## src/rtl/cmc_pkg.sv

```systemverilog
package cmc_pkg;
  typedef enum logic [1:0] {
    OUT_HIT   = 2'd0,
    OUT_FILL  = 2'd1,
    OUT_EVICT = 2'd2
  } outcome_e;

  typedef enum logic [1:0] {
    K_HIT        = 2'd0,
    K_COMPULSORY = 2'd1,
    K_CONFLICT   = 2'd2,
    K_CAPACITY   = 2'd3
  } kind_e;
endpackage

```

## src/rtl/cmc_real_cache.sv

```systemverilog
module cmc_real_cache #(
  parameter int BLKA_W = 5,
  parameter int SETS   = 4,
  parameter int WAYS   = 1
) (
  input  logic              clk,
  input  logic              rst_n,
  input  logic [BLKA_W-1:0] lk_blk,
  input  logic              upd,
  output logic              hit,
  output logic              evict
);
  localparam int IDX_W = $clog2(SETS);
  localparam int TAG_W = BLKA_W - IDX_W;
  localparam int WAY_W = (WAYS > 1) ? $clog2(WAYS) : 1;

  logic [IDX_W-1:0] idx;
  logic [TAG_W-1:0] tag;
  logic [WAYS-1:0]  vld [SETS];
  logic [TAG_W-1:0] tags [SETS][WAYS];
  logic [WAYS-1:0]  way_hit;
  logic [WAY_W-1:0] vic;

  assign idx = lk_blk[IDX_W-1:0];
  assign tag = lk_blk[BLKA_W-1:IDX_W];

  for (genvar w = 0; w < WAYS; w++) begin : g_cmp
    assign way_hit[w] = vld[idx][w] && (tags[idx][w] == tag);
  end

  assign hit   = |way_hit;
  assign evict = !hit && vld[idx][vic];

  if (WAYS == 1) begin : g_dm
    assign vic = '0;
  end else begin : g_2w
    logic             lru_q [SETS];
    logic [WAY_W-1:0] hit_way;
    logic [WAY_W-1:0] use_way;

    always_comb begin
      hit_way = '0;
      for (int w = 0; w < WAYS; w++)
        if (way_hit[w]) hit_way = WAY_W'(w);
    end

    always_comb begin
      if (!vld[idx][0])      vic = 1'b0;
      else if (!vld[idx][1]) vic = 1'b1;
      else                   vic = lru_q[idx];
    end

    assign use_way = hit ? hit_way : vic;

    always_ff @(posedge clk or negedge rst_n) begin
      if (!rst_n) begin
        for (int s = 0; s < SETS; s++) lru_q[s] <= 1'b0;
      end else if (upd) begin
        lru_q[idx] <= ~use_way[0];
      end
    end
  end

  always_ff @(posedge clk or negedge rst_n) begin
    if (!rst_n) begin
      for (int s = 0; s < SETS; s++) vld[s] <= '0;
    end else if (upd && !hit) begin
      vld[idx][vic] <= 1'b1;
    end
  end

  always_ff @(posedge clk) begin
    if (upd && !hit) tags[idx][vic] <= tag;
  end
endmodule

```

## src/rtl/cmc_shadow_lru.sv

```systemverilog
module cmc_shadow_lru #(
  parameter int BLKA_W = 5,
  parameter int DEPTH  = 4
) (
  input  logic              clk,
  input  logic              rst_n,
  input  logic [BLKA_W-1:0] blk,
  input  logic              upd,
  output logic              hit
);
  logic [BLKA_W-1:0] ent [DEPTH];
  logic [DEPTH-1:0]  occ;
  logic [DEPTH-1:0]  match;
  logic [DEPTH-1:0]  at_or_after;

  for (genvar i = 0; i < DEPTH; i++) begin : g_match
    assign match[i] = occ[i] && (ent[i] == blk);
  end

  assign hit = |match;

  always_comb begin
    logic acc;
    acc = 1'b0;
    for (int i = DEPTH - 1; i >= 0; i--) begin
      acc = acc | match[i];
      at_or_after[i] = acc;
    end
  end

  always_ff @(posedge clk or negedge rst_n) begin
    if (!rst_n) begin
      occ <= '0;
    end else if (upd) begin
      occ[0] <= 1'b1;
      for (int i = 1; i < DEPTH; i++)
        if (!hit || at_or_after[i]) occ[i] <= occ[i-1];
    end
  end

  always_ff @(posedge clk) begin
    if (upd) begin
      ent[0] <= blk;
      for (int i = 1; i < DEPTH; i++)
        if (!hit || at_or_after[i]) ent[i] <= ent[i-1];
    end
  end
endmodule

```

## src/rtl/cmc_touch_map.sv

```systemverilog
module cmc_touch_map #(
  parameter int BLKA_W = 5
) (
  input  logic              clk,
  input  logic              rst_n,
  input  logic [BLKA_W-1:0] blk,
  input  logic              upd,
  output logic              seen
);
  localparam int NBLK_ALL = 1 << BLKA_W;

  logic [NBLK_ALL-1:0] map_q;

  assign seen = map_q[blk];

  always_ff @(posedge clk or negedge rst_n) begin
    if (!rst_n)   map_q <= '0;
    else if (upd) map_q[blk] <= 1'b1;
  end
endmodule

```

## src/rtl/cmc_counters.sv

```systemverilog
module cmc_counters #(
  parameter int NUM   = 4,
  parameter int CNT_W = 16
) (
  input  logic                      clk,
  input  logic                      rst_n,
  input  logic [NUM-1:0]            inc,
  output logic [NUM-1:0][CNT_W-1:0] cnt
);
  for (genvar i = 0; i < NUM; i++) begin : g_cnt
    always_ff @(posedge clk or negedge rst_n) begin
      if (!rst_n)
        cnt[i] <= '0;
      else if (inc[i] && (cnt[i] != {CNT_W{1'b1}}))
        cnt[i] <= cnt[i] + 1'b1;
    end
  end
endmodule

```

## src/rtl/cmc_classifier.sv

```systemverilog
module cmc_classifier #(
  parameter int ADDR_W      = 8,
  parameter int BLOCK_BYTES = 8,
  parameter int CACHE_BYTES = 32,
  parameter int WAYS        = 1,
  parameter int CNT_W       = 16
) (
  input  logic              clk,
  input  logic              rst_n,
  input  logic              in_valid,
  output logic              in_ready,
  input  logic [ADDR_W-1:0] in_addr,
  output logic              res_valid,
  input  logic              res_ready,
  output logic [ADDR_W-1:0] res_addr,
  output logic [1:0]        res_outcome,
  output logic [1:0]        res_kind,
  output logic [CNT_W-1:0]  cnt_hit,
  output logic [CNT_W-1:0]  cnt_compulsory,
  output logic [CNT_W-1:0]  cnt_conflict,
  output logic [CNT_W-1:0]  cnt_capacity
);
  import cmc_pkg::*;

  localparam int OFF_W  = $clog2(BLOCK_BYTES);
  localparam int NBLK   = CACHE_BYTES / BLOCK_BYTES;
  localparam int SETS   = NBLK / WAYS;
  localparam int BLKA_W = ADDR_W - OFF_W;

  logic              fire;
  logic [BLKA_W-1:0] blk;
  logic              rc_hit, rc_evict, sh_hit, seen;
  kind_e             kind;
  outcome_e          outcome;
  logic [3:0]        inc;
  logic [3:0][CNT_W-1:0] cnt;

  assign in_ready = !res_valid || res_ready;
  assign fire     = in_valid && in_ready;
  assign blk      = in_addr[ADDR_W-1:OFF_W];

  cmc_real_cache #(.BLKA_W(BLKA_W), .SETS(SETS), .WAYS(WAYS)) u_real (
    .clk(clk), .rst_n(rst_n), .lk_blk(blk), .upd(fire),
    .hit(rc_hit), .evict(rc_evict)
  );

  cmc_shadow_lru #(.BLKA_W(BLKA_W), .DEPTH(NBLK)) u_shadow (
    .clk(clk), .rst_n(rst_n), .blk(blk), .upd(fire), .hit(sh_hit)
  );

  cmc_touch_map #(.BLKA_W(BLKA_W)) u_touch (
    .clk(clk), .rst_n(rst_n), .blk(blk), .upd(fire), .seen(seen)
  );

  always_comb begin
    if (rc_hit)      kind = K_HIT;
    else if (!seen)  kind = K_COMPULSORY;
    else if (sh_hit) kind = K_CONFLICT;
    else             kind = K_CAPACITY;
    if (rc_hit)        outcome = OUT_HIT;
    else if (rc_evict) outcome = OUT_EVICT;
    else               outcome = OUT_FILL;
  end

  assign inc = fire ? (4'b0001 << kind) : 4'b0000;

  cmc_counters #(.NUM(4), .CNT_W(CNT_W)) u_cnt (
    .clk(clk), .rst_n(rst_n), .inc(inc), .cnt(cnt)
  );

  assign cnt_hit        = cnt[0];
  assign cnt_compulsory = cnt[1];
  assign cnt_conflict   = cnt[2];
  assign cnt_capacity   = cnt[3];

  always_ff @(posedge clk or negedge rst_n) begin
    if (!rst_n) begin
      res_valid <= 1'b0;
    end else if (fire) begin
      res_valid <= 1'b1;
    end else if (res_ready) begin
      res_valid <= 1'b0;
    end
  end

  always_ff @(posedge clk) begin
    if (fire) begin
      res_addr    <= in_addr;
      res_outcome <= outcome;
      res_kind    <= kind;
    end
  end
endmodule

```

## config.mk

```make
export PLATFORM = sky130hd
export DESIGN_NAME = cmc_classifier
export DESIGN_NICKNAME = d
export VERILOG_FILES = /design/src/rtl/cmc_pkg.sv /design/src/rtl/cmc_real_cache.sv /design/src/rtl/cmc_shadow_lru.sv /design/src/rtl/cmc_touch_map.sv /design/src/rtl/cmc_counters.sv /design/src/rtl/cmc_classifier.sv
export SDC_FILE = /design/constraint.sdc
export NUM_CORES = 1
export LEC_CHECK = 0
export BUFFER_PORTS_ARGS = -buffer_cell sky130_fd_sc_hd__buf_2
export CAP_MARGIN = 0
export CORE_ASPECT_RATIO = 0.6
export CORE_UTILIZATION = 40
export DETAILED_ROUTE_END_ITERATION = 7
export PLACE_DENSITY = 0.65
export SYNTH_ARGS = -nofsm -noshare
export SYNTH_HDL_FRONTEND = slang
export SYNTH_HIERARCHICAL = 1
export SYNTH_SLANG_ARGS = --single-unit
```

## constraint.sdc

```tcl
create_clock -name clk -period 5.2 [get_ports clk]
set_input_delay 0.78 -clock clk [delete_from_list [all_inputs] [get_ports clk]]
set_output_delay 0.78 -clock clk [all_outputs]
set_load 0.1 [all_outputs]
```

# Word level (Yosys, flattened, before mapping)
# Memory sizes are Yosys's and may differ from the RTL's.
# Index checks and enable logic that the tools add are counted.
[op_classes]
shift = 1
n_lt_le_gt_ge = 4
n_bitwise = 5
n_addsub = 4
n_eq_ne = 9
n_reduce_logical = 26
n_mux = 29
[op_table]
columns = ["cell", "count"]
rows = [
  ["adder 16 x 1 -> 16 bit, second input constant", 4],
  ["!= test 16 bit, second input constant", 4],
  ["OR 32 bit", 1],
  ["two-way mux 1 bit", 21],
  ["== test 5 bit", 4],
  ["logical AND 1 bit", 14],
  ["less-than comparator 5 x 6 -> 1 bit, second input constant", 1],
  ["two-way mux 2 bit", 3],
  ["AND reduction 2 bit", 3],
  ["binary-select mux 1 bit (select 5 bit)", 1],
  ["demux 1 bit (select 5 bit)", 1],
  [">= comparator 5 x 1 -> 1 bit, second input constant", 1],
  ["logical OR 1 bit", 4],
  ["two-way mux 4 bit", 1],
  ["OR 4 bit", 1],
  ["OR reduction 4 bit", 1],
  ["left shift 1 x 2 -> 4 bit, first input constant", 1],
  ["== test 3 bit", 1],
  [">= comparator 3 bit, second input constant", 1],
  ["logical NOT 1 bit", 3],
  ["less-than comparator 3 x 1 -> 1 bit, second input constant", 1],
  ["NOT 2 -> 3 bit", 1],
  ["binary-select mux 1 bit (select 2 bit)", 1],
  ["demux 1 bit (select 2 bit)", 1],
  ["2 further kinds", 3],
]
[word_totals]
memories = 2
inputBits = 12
ff_bits = 117
ramBits = 32
[mem_list]
columns = ["name", "depth", "width", "read_ports", "rd_ports_with_merged_regs", "wr", "line_no", "source"]
rows = [
  ["u_shadow.ent", 4, 5, 4, 0, 4, "cmc_shadow_lru.sv:11", "logic [BLKA_W-1:0] ent [DEPTH];"],
  ["u_real.tags", 4, 3, 1, 0, 1, "cmc_real_cache.sv:20", "logic [TAG_W-1:0] tags [SETS][WAYS];"],
]

# Longest topological paths before layout
# Gate-level depths: netlist of run 1.
# An unclocked memory read counts as a cell.
[depth]
depth_word = 10
ltp_mapped = 12
depth_no_buf = 10

# Cells and area by module
# Netlist of run 1, hierarchy kept.
[modules_own_cells]
columns = ["mod", "instances", "seq_area_each_um2", "cells_per_inst", "area_per_inst_um2"]
rows = [
  ["cmc_counters", 1, 1601.5, 285, 3125.5],
  ["cmc_touch_map", 1, 800.8, 136, 1581.5],
  ["cmc_shadow_lru", 1, 700.7, 68, 1032.2],
  ["cmc_real_cache", 1, 460.4, 47, 733.2],
  ["cmc_classifier", 1, 385.4, 26, 474.2],
]

# Worst setup path after synthesis of run 1
# OpenSTA, ideal clock, no wires.
[synth_path]
path_kind = "input port to flip-flop"
start = "input port in_addr[5]"
end = "register u_cnt/cnt[63] (netlist bit)"
required_ns = 5.038
path_slack_ns = 1.861
cell_stages = 11
path_buffers = 1
t_arrival_ns = 3.177
path_cell_list = "buf_2 -> or3b_1 -> o221ai_1 -> a22oi_1 -> o2111ai_1 -> nor2b_2 -> nor4b_2 -> nand4_1 -> nor4_1 -> nor3b_1 -> xor2_1"
[synth_lines]
columns = ["item", "line_no", "source"]
rows = [
  ["start, declared", "cmc_classifier.sv:12", "input logic [ADDR_W-1:0] in_addr,"],
  ["binary-select mux 1 bit (select 5 bit)", "cmc_touch_map.sv:14", "assign seen = map_q[blk];"],
  ["two-way mux 1 bit (implied by the code)", "cmc_touch_map.sv:14", ""],
  ["net seen", "cmc_classifier.sv:32", "logic rc_hit, rc_evict, sh_hit, seen;"],
  ["two-way mux 2 bit", "cmc_classifier.sv:57", "else if (!seen) kind = K_COMPULSORY;"],
  ["two-way mux 2 bit", "cmc_classifier.sv:56", "if (rc_hit) kind = K_HIT;"],
  ["net kind[1]", "cmc_classifier.sv:33", "kind_e kind;"],
  ["left shift 1 x 2 -> 4 bit", "cmc_classifier.sv:65", "assign inc = fire ? (4'b0001 << kind) : 4'b0000;"],
  ["two-way mux 4 bit", "cmc_classifier.sv:65", ""],
  ["net inc[3]", "cmc_classifier.sv:35", "logic [3:0] inc;"],
  ["logical AND 1 bit", "cmc_counters.sv:14", "else if (inc[i] && (cnt[i] != {CNT_W{1'b1}}))"],
  ["end signal, assigned by index", "cmc_counters.sv:15", "cnt[i] <= cnt[i] + 1'b1;"],
  ["end, declared", "cmc_counters.sv:8", "output logic [NUM-1:0][CNT_W-1:0] cnt"],
]
# The timed path passes the listed nets, and every way through them passes these cells. The select of a mux whose other input is x is not followed.
# A chain may end at the register's enable or synchronous reset.

# Worst setup path after layout of run 1
[layout_path]
start = "input port in_addr[3]"
end = "register u_cnt/cnt[63] (netlist bit)"
# Same word-level chain as after synthesis.

==> results.toml, run 1 <==
[timing]
tns_ns = 0
fmax_mhz = 239
grt_setup_unrepaired = "no"
setup_viol = 0
hold_viol = 0
worst_pin_slew_ns = 1.04
period_needed_ns = 4.18
maxSlewHeadroom = 0.305
min_period_over_period = 0.805
clock_skew_ns = 0.0120
drv_slew = 0
setup_slack_ns = 1.02

[global_route]
grt_pass1_wl_mm = 24.4
grt_max_degree = 69
grt.overflow.total = 0
grt_use_met3 = 0.0373
antenna_found_initial = 0
busiest_layer = "met1"
use_met2 = 0.241
use_met1 = 0.265
gr-usage-all-layers = 0.173
first_global_vias = 4660

[synthesis]
syn_area_per_cell_um2 = 12.4
async_reset_ff_frac = 0.705
synth_flop_cell = "dfrtp_1"
synth.yosys.warnings = 6
syn-num-nets = 578
synth-edff-count = 44
ys_types = 68
synth-seq-cells = 149
syn-instance-count = 562
yosysSeqAreaShare = 0.568
synth_area_um2 = 6950

[critical_path]
ff2ff_path_depth = 11
rr_endpoint = "u_cnt/cnt[63]"
cp.required_ns = 5.54
end_kind = "flop"
rrSetupSlack_ns = 1.93
path_max_fanout = 42
r2r-start = "u_touch/map_q[5]"
critPathCapture = "u_cnt/cnt[63]"
crit_path_start = "in_addr[3]"
worstPathArrival_ns = 4.52
path_class = "primary input to flop"
cp-start-kind = "primary input"

[route]
initialDrtViolationCount = 304
routed_via_density = 5.35
num_vias = 4826
routed_wl_mm = 14.6
drtPass1Iterations = 4
drc = 0
drt.antenna.violating_nets = 0
avgRoutedWirePerCell_um = 16.2

[floorplan]
start_util = 0.418
io_pins = 90
dieHeight_um = 104
dieArea_um2 = 17900
rows = 36
coreArea_um2 = 16600
die_x_um = 172

[layout]
syn_to_final_growth_pct = 18.4
diodes = 0
fin_nets = 677
drive_gt1_frac = 0.236

[clocking]
cts.path.max_buffers = 2
cts-resized-gates = 0
post-cts-setup-buffers = 0
cts.sinks = 149
clk_pin_slew_ns = 0.06
insertion_delay_ns = 0.41
cts_tree = "yes"
cts_buffers = 17
htreeDepth = 4
holdBufCountCts = 0
root_buffer = "clkbuf_16"

[pwr]
power.leakage_nw = 3.62
power.density_nw_per_um2 = 430
ir_drop_v = 0.000310

[placed_design]
numPortBuffers = 89
pre_cts_ws_ns = 0.683
hpwlAfterDp_mm = 10.1
gp_congestion = 0.870

[worst_hold_path]
hold_class = "flop to flop"

[job]
cap_violations = 0

[status]
status = "complete, no violations"
per-layer routing:
metal	share of wire	vias up
met5	0	-
met3	0.045	12
li1	-	2296
met1	0.52	2400
met2	0.43	118
met4	0.0088	0
worst max-delay path, cell delays in order:
cell and delay, ns:
buf_2 0.78, mux2i_1 0.19, nor4b_1 0.37, a31oi_1 0.08, o2111ai_1 0.42, nor2b_2 0.26
nor4b_2 0.26, buf_4 0.21, nand4_1 0.15, nor4_1 0.51, nor3b_1 0.31, xor2_1 0.17
per-stage QoR:
stage                     cells  hold slack (ns)  total power [mW]  utilization  area [um^2]
after floorplan             562            0.422              2.12            -         6950
after global placement      870            0.434              2.29        0.458         7620
after detailed placement    870            0.443              2.31        0.458         7620
after CTS                   902            0.458              3.57        0.495         8230
after global routing        902            0.476              3.69        0.495         8230
final                       902            0.455              3.54        0.495         8230
power breakdown:
part           internal (mW)  switching [mW]  total [mW]
Clock                  0.759           0.486        1.25
Combinational          0.184           0.639       0.823
Sequential              1.34           0.124        1.47
Total                   2.29            1.25        3.54
Yosys cell counts, types with 6 or more instances:
master	instances	share of area
dfrtp_1	105	0.38
xnor2_1	45	0.057
edfxtp_1	44	0.19
xor2_1	27	0.034
nand3_1	26	0.019
nand2_1	25	0.014
nand4_1	25	0.023
nor2_1	24	0.013
mux2i_1	19	0.027
o21bai_1	18	0.019
a21o_1	17	0.018
and3_1	16	0.014
nor3_1	15	0.011
inv_1	13	0.0070
mux2_2	10	0.016
nor4_1	8	0.0072
o211ai_1	8	0.0086
buf_2	7	0.0050
o21ai_0	7	0.0050
and4_1	6	0.0076
nand3b_1	6	0.0065
flip-flops by register name, indices dropped and copies added (netlist names):
signal	cells
u_cnt/cnt	64
u_touch/map_q	32
u_shadow/ent	20
u_real/tags	12
res_addr	8
u_real/vld	4
u_shadow/occ	4
res_kind	2
res_outcome	2
res_valid	1
how the worst min path moves through the flow:
stage                                  from                 to  slack [ns]  cells after the start
after floorplan           u_touch/map_q[19]  u_touch/map_q[19]        0.42                      1
after global placement    u_touch/map_q[19]  u_touch/map_q[19]        0.43                      1
after detailed placement  u_touch/map_q[19]  u_touch/map_q[19]        0.44                      1
after CTS                  u_touch/map_q[9]   u_touch/map_q[9]        0.46                      1
after global routing       u_touch/map_q[8]   u_touch/map_q[8]        0.48                      1
final                     u_touch/map_q[19]  u_touch/map_q[19]        0.45                      1
cells in the final DEF, fill, tap and decap left out, types with 6 or more instances in the layout:
master,n
a21o_1,17
and3_1,16
and4_1,6
buf_2,88
clkbuf_16,18
dfrtp_1,105
edfxtp_1,44
inv_1,13
mux2_2,10
mux2i_1,19
nand2_1,25
nand3_1,26
nand3b_1,6
nand4_1,25
nor2_1,23
nor3_1,15
nor4_1,8
o211ai_1,8
o21ai_0,7
o21bai_1,18
xnor2_1,45
xor2_1,27
cell type report:
type                       instances  area, um^2
clock inverter                    11         136
timing repair buffer              93         478
fill                            1482        8390
clock buffer                      21         472
multi-input combinational        385        2850
sequential                       149        3950
inverter                          15        56.3
tap                              228         285
logic make-up after synthesis:
family | count (synthesis) | share of synthesized area
multiplexers | 33 | 0.0539
buffers and inverters | 28 | 0.0214
adder cells (fa/ha/maj) | 4 | 0.00720
AND/OR/NAND/NOR | 188 | 0.159
XOR/XNOR | 73 | 0.0931
AO/OA/AOI/OAI | 87 | 0.0971
flip-flops | 149 | 0.568
No activity file was read; power rests on OpenSTA's default activity.
==> inputs of run 2 (changes only) <==
clock period = 4.1 ns   (was 5.2 ns; I/O delays follow)
==> run 2 against run 1 <==
Global-route usage up 0.34 points. Utilization grew 0.068 points. Power rose by 24%. Sequential power rose by 27%. Worst hold slack worse by 0.14 ns. Worst setup slack worse by 0.27 ns. Via count rose by 0.25%. Clock skew is 0.00099 ns lower. Clock power rose by 18%. Critical endpoint is now u_cnt/cnt[42]. Largest cell class unchanged. Highest routed layer unchanged.
==> results.toml, run 2 (synthesis results as in run 1) <==
[layout]
largest_register_ffs = 64
layout.cells.non_filler = 908
fin_nets = 683
syn_to_final_growth_pct = 18.6
mostFrequentLayoutCells = "dfrtp_1 (105), buf_2 (88), xnor2_1 (45)"
reg_top3 = "u_cnt/cnt (64), u_touch/map_q (32), u_shadow/ent (20)"
stdcell_area_um2 = 8240
largest_register = "u_cnt/cnt"
diodes = 0
drive_gt1_frac = 0.246
layout_commonest_cell = "dfrtp_1"

[global_route]
gr-usage-all-layers = 0.177
first_global_vias = 4574
grt.overflow.total = 0
grt_pass1_wl_mm = 24.5
antenna_found_initial = 0
grt_max_degree = 75

[critical_path]
end_kind = "flop"
slowest_delay_ns = 0.48
crit_family = "simple AND/OR/NAND/NOR gates"
worstPathArrival_ns = 3.71
path_cells = "buf_2 > or3b_1 > o221ai_1 > a22oi_1 > o2111ai_1 > nor2b_2 > and4_1 > nand4_1 > a211oi_1 > and3_1 > xor2_1"
cp.required_ns = 4.46
path_max_fanout = 34
cp_slowest_cell = "buf_2"
cp.buffers_inverters = 1
cp-start-kind = "primary input"
path_class = "primary input to flop"

[clocking]
htreeDepth = 4
holdBufCountCts = 0
cts-resized-gates = 0
cts_buffers = 17
post-cts-setup-buffers = 0
cts.sinks = 149
clk_pin_slew_ns = 0.07
root_buffer = "clkbuf_16"
cts.path.max_buffers = 2
cts_tree = "yes"
insertion_delay_ns = 0.43

[route]
drc = 0
num_vias = 4838
initialDrtViolationCount = 275
drt.antenna.violating_nets = 0
drtPass1Iterations = 4
avgRoutedWirePerCell_um = 16.4
routed_wl_mm = 14.9
routed_via_density = 5.33

[floorplan]
start_util = 0.418
dieHeight_um = 104
rows = 36
dieArea_um2 = 17900
io_pins = 90
coreArea_um2 = 16600
die_x_um = 172

[timing]
drv_slew = 0
hold_viol = 0
whs_ns = 0.312
setup_slack_ns = 0.741
min_period_over_period = 0.819
grt_setup_unrepaired = "no"
period_needed_ns = 3.36
setup_viol = 0
tns_ns = 0
clock_skew_ns = 0.0110
maxSlewHeadroom = 0.367
worst_pin_slew_ns = 0.950
fmax_mhz = 298

[status]
status = "complete, no violations"

[placed_design]
gp_congestion = 0.873
hpwlAfterDp_mm = 10.4
dp.cells = 876
pre_cts_ws_ns = 0.359
numPortBuffers = 89
place_area_um2 = 7680

[job]
cap_violations = 0

[pwr]
power.density_nw_per_um2 = 532
power.leakage_nw = 3.64
ir_drop_v = 0.000414

[worst_hold_path]
hold_class = "primary input to async pin"
-- run 2: cell types whose count changed in the layout (fill, tap and decap cells not counted), moves of 2 or more --
cell       change
buf_4          +5
clkinv_4       +2
inv_6          +2
bufinv_16      -2
clkbuf_1       -2
-- run 2: per-stage QoR --
stage | total power [mW] | util
6_report | 4.38 | 0.496
5_1_grt | 4.57 | 0.496
4_1_cts | 4.43 | 0.496
3_5_place_dp | 2.94 | 0.462
3_3_place_gp | 2.92 | 0.462
2_1_floorplan | 2.69 | -
-- run 2: worst paths after layout --
kind / cells after the start / start / slack [ns] / end
worst max-delay path: 11 / in_addr[5] / 0.74 / u_cnt/cnt[42]
worst min-delay path: 1 / rst_n / 0.31 / u_cnt/cnt[31]
worst max register to register: 10 / u_touch/map_q[5] / 1.21 / u_cnt/cnt[42]
worst min register to register: 1 / u_touch/map_q[18] / 0.45 / u_touch/map_q[18]
max in group asynchronous: 2 / rst_n / 2.78 / u_touch/map_q[29]
min in group clk: 1 / in_addr[1] / 0.37 / res_addr[1]
-- run 2: where the power goes --
group          total [mW]  internal [mW]  switching, mW
Sequential           1.86           1.70          0.154
Clock                1.48          0.799          0.676
Combinational        1.05          0.239          0.814
-- run 2: cell type report --
class / count / area, um^2
Multi-Input combinational cell: 385 / 2850
Tap cell: 228 / 285
Fill cell: 1463 / 8380
Inverter: 15 / 56.3
Clock inverter: 15 / 136
Timing Repair Buffer: 99 / 536
Sequential cell: 149 / 3950
Clock buffer: 17 / 425
-- run 2: metal layers --
metal | vias to the layer above | routed length (um) | track usage
met5 | - | 0 | 0
met4 | 0 | 159 | 0.0575
li1 | 2313 | - | -
met1 | 2364 | 7670 | 0.270
met2 | 147 | 6200 | 0.235
met3 | 14 | 857 | 0.0502
==> inputs of run 3 (changes only) <==
clock period = 3.1 ns   (was 4.1 ns; I/O delays follow)
==> run 3 against run 2 <==
Worst hold slack got worse by 0.099 ns. Global-route usage increased by 0.85 points. Register-to-register slack got worse by 0.81 ns. Via count increased by 5.1%. Routed wire length increased by 6.8%. Count of clock-buffer cells in the layout increased by 2. Clock skew increased by 0.00064 ns. Combinational power increased by 38%. Final cell count increased by 5.2%. Critical path type unchanged. Highest routed layer unchanged.
==> results.toml, run 3 (synthesis results as in run 1) <==
[layout]
diodes = 0
drive_gt1_frac = 0.294
stdcell_area_um2 = 8620
fin_nets = 730
layout_commonest_cell = "dfrtp_1"
multi_input_area_um2 = 2860
nFillCells = 1426
final_util = 0.519
syn_to_final_growth_pct = 24.1
mostFrequentLayoutCells = "dfrtp_1 (105), buf_2 (87), buf_4 (56)"
reg_top3 = "u_cnt/cnt (64), u_touch/map_q (32), u_shadow/ent (20)"
largest_register = "u_cnt/cnt"
largest_register_ffs = 64
regArea_um2 = 3950
layout.cells.non_filler = 955

[global_route]
grt_max_degree = 89
gr-usage-all-layers = 0.185
first_global_vias = 4963
antenna_found_initial = 0
grt_pass1_wl_mm = 25.9
grt.overflow.total = 0

[critical_path]
path_class = "primary input to flop"
cp-start-kind = "primary input"
end_kind = "flop"
path_max_fanout = 15
worstPathArrival_ns = 3.15
cp.required_ns = 3.42
rrSetupSlack_ns = 0.40
crit_path_start = "in_addr[3]"
r2r-start = "u_touch/map_q[5]"
ff2ff_path_depth = 11

[floorplan]
coreArea_um2 = 16600
dieHeight_um = 104
start_util = 0.418
dieArea_um2 = 17900
io_pins = 90
die_x_um = 172
rows = 36

[timing]
hold_viol = 0
whs_ns = 0.213
worst_pin_slew_ns = 1.10
setup_slack_ns = 0.265
setup_viol = 0
drv_slew = 0
grt_setup_unrepaired = "no"
period_needed_ns = 2.84
clock_skew_ns = 0.0116
maxSlewHeadroom = 0.266
min_period_over_period = 0.915
fmax_mhz = 353
tns_ns = 0

[clocking]
root_buffer = "clkbuf_16"
clk_pin_slew_ns = 0.07
cts_buffers = 17
cts.sinks = 149
cts_tree = "yes"
insertion_delay_ns = 0.42
htreeDepth = 4
holdBufCountCts = 0
cts.path.max_buffers = 2

[route]
num_vias = 5083
drt.antenna.violating_nets = 0
avgRoutedWirePerCell_um = 16.7
drc = 0
initialDrtViolationCount = 314
routed_via_density = 5.32
drtPass1Iterations = 5
routed_wl_mm = 15.9

[placed_design]
pre_cts_ws_ns = -0.213
place_area_um2 = 8040
numPortBuffers = 89
hpwlAfterDp_mm = 11.5
dp.cells = 923
gp_congestion = 0.871

[pwr]
ir_drop_v = 0.000359
power.density_nw_per_um2 = 683
power.total_mw = 5.89
power.leakage_nw = 3.88

[worst_hold_path]
hold_class = "primary input to async pin"

[job]
cap_violations = 0

[status]
status = "complete, no violations"
## run 3: power by group
group          leakage [nW]  switching, mW  internal (mW)
Sequential             1.74          0.213           2.25
Clock                 0.271          0.873           1.10
Combinational          1.86           1.10          0.354
## run 3: area by class of cell
class                      count  area share
multi-input combinational    385       0.332
sequential                   149       0.458
timing repair buffer         146       0.105
clock buffer                  19      0.0527
tap                          228      0.0331
clock inverter                13      0.0128
inverter                      15     0.00653
## run 3: final timing paths
path,endpoint
max in group asynchronous,u_cnt/cnt[3]
min in group clk,res_addr[0]
min,u_cnt/cnt[31]
max,u_cnt/cnt[24]
min reg2reg,u_touch/map_q[9]
max reg2reg,u_cnt/cnt[63]
## run 3: worst max-delay path, stage by stage
cell,delay [ns]
clkbuf_4,0.26
buf_4,0.22
mux2i_1,0.26
o221ai_1,0.17
a22oi_1,0.21
o2111ai_1,0.23
nor4_1,0.34
buf_4,0.16
nand4_1,0.13
nor2_1,0.28
buf_4,0.18
o211ai_1,0.11
o21a_1,0.13
## run 3: per-layer routing
layer  wire (um)  track usage
met1        7970        0.277
met2        6970        0.263
met3         746       0.0415
met4         218       0.0601
met5           0            0
## run 3: timing repair
action,CTS,global route
resized for setup,0,3
endpoints found under the setup margin,0,7
setup buffers,0,0
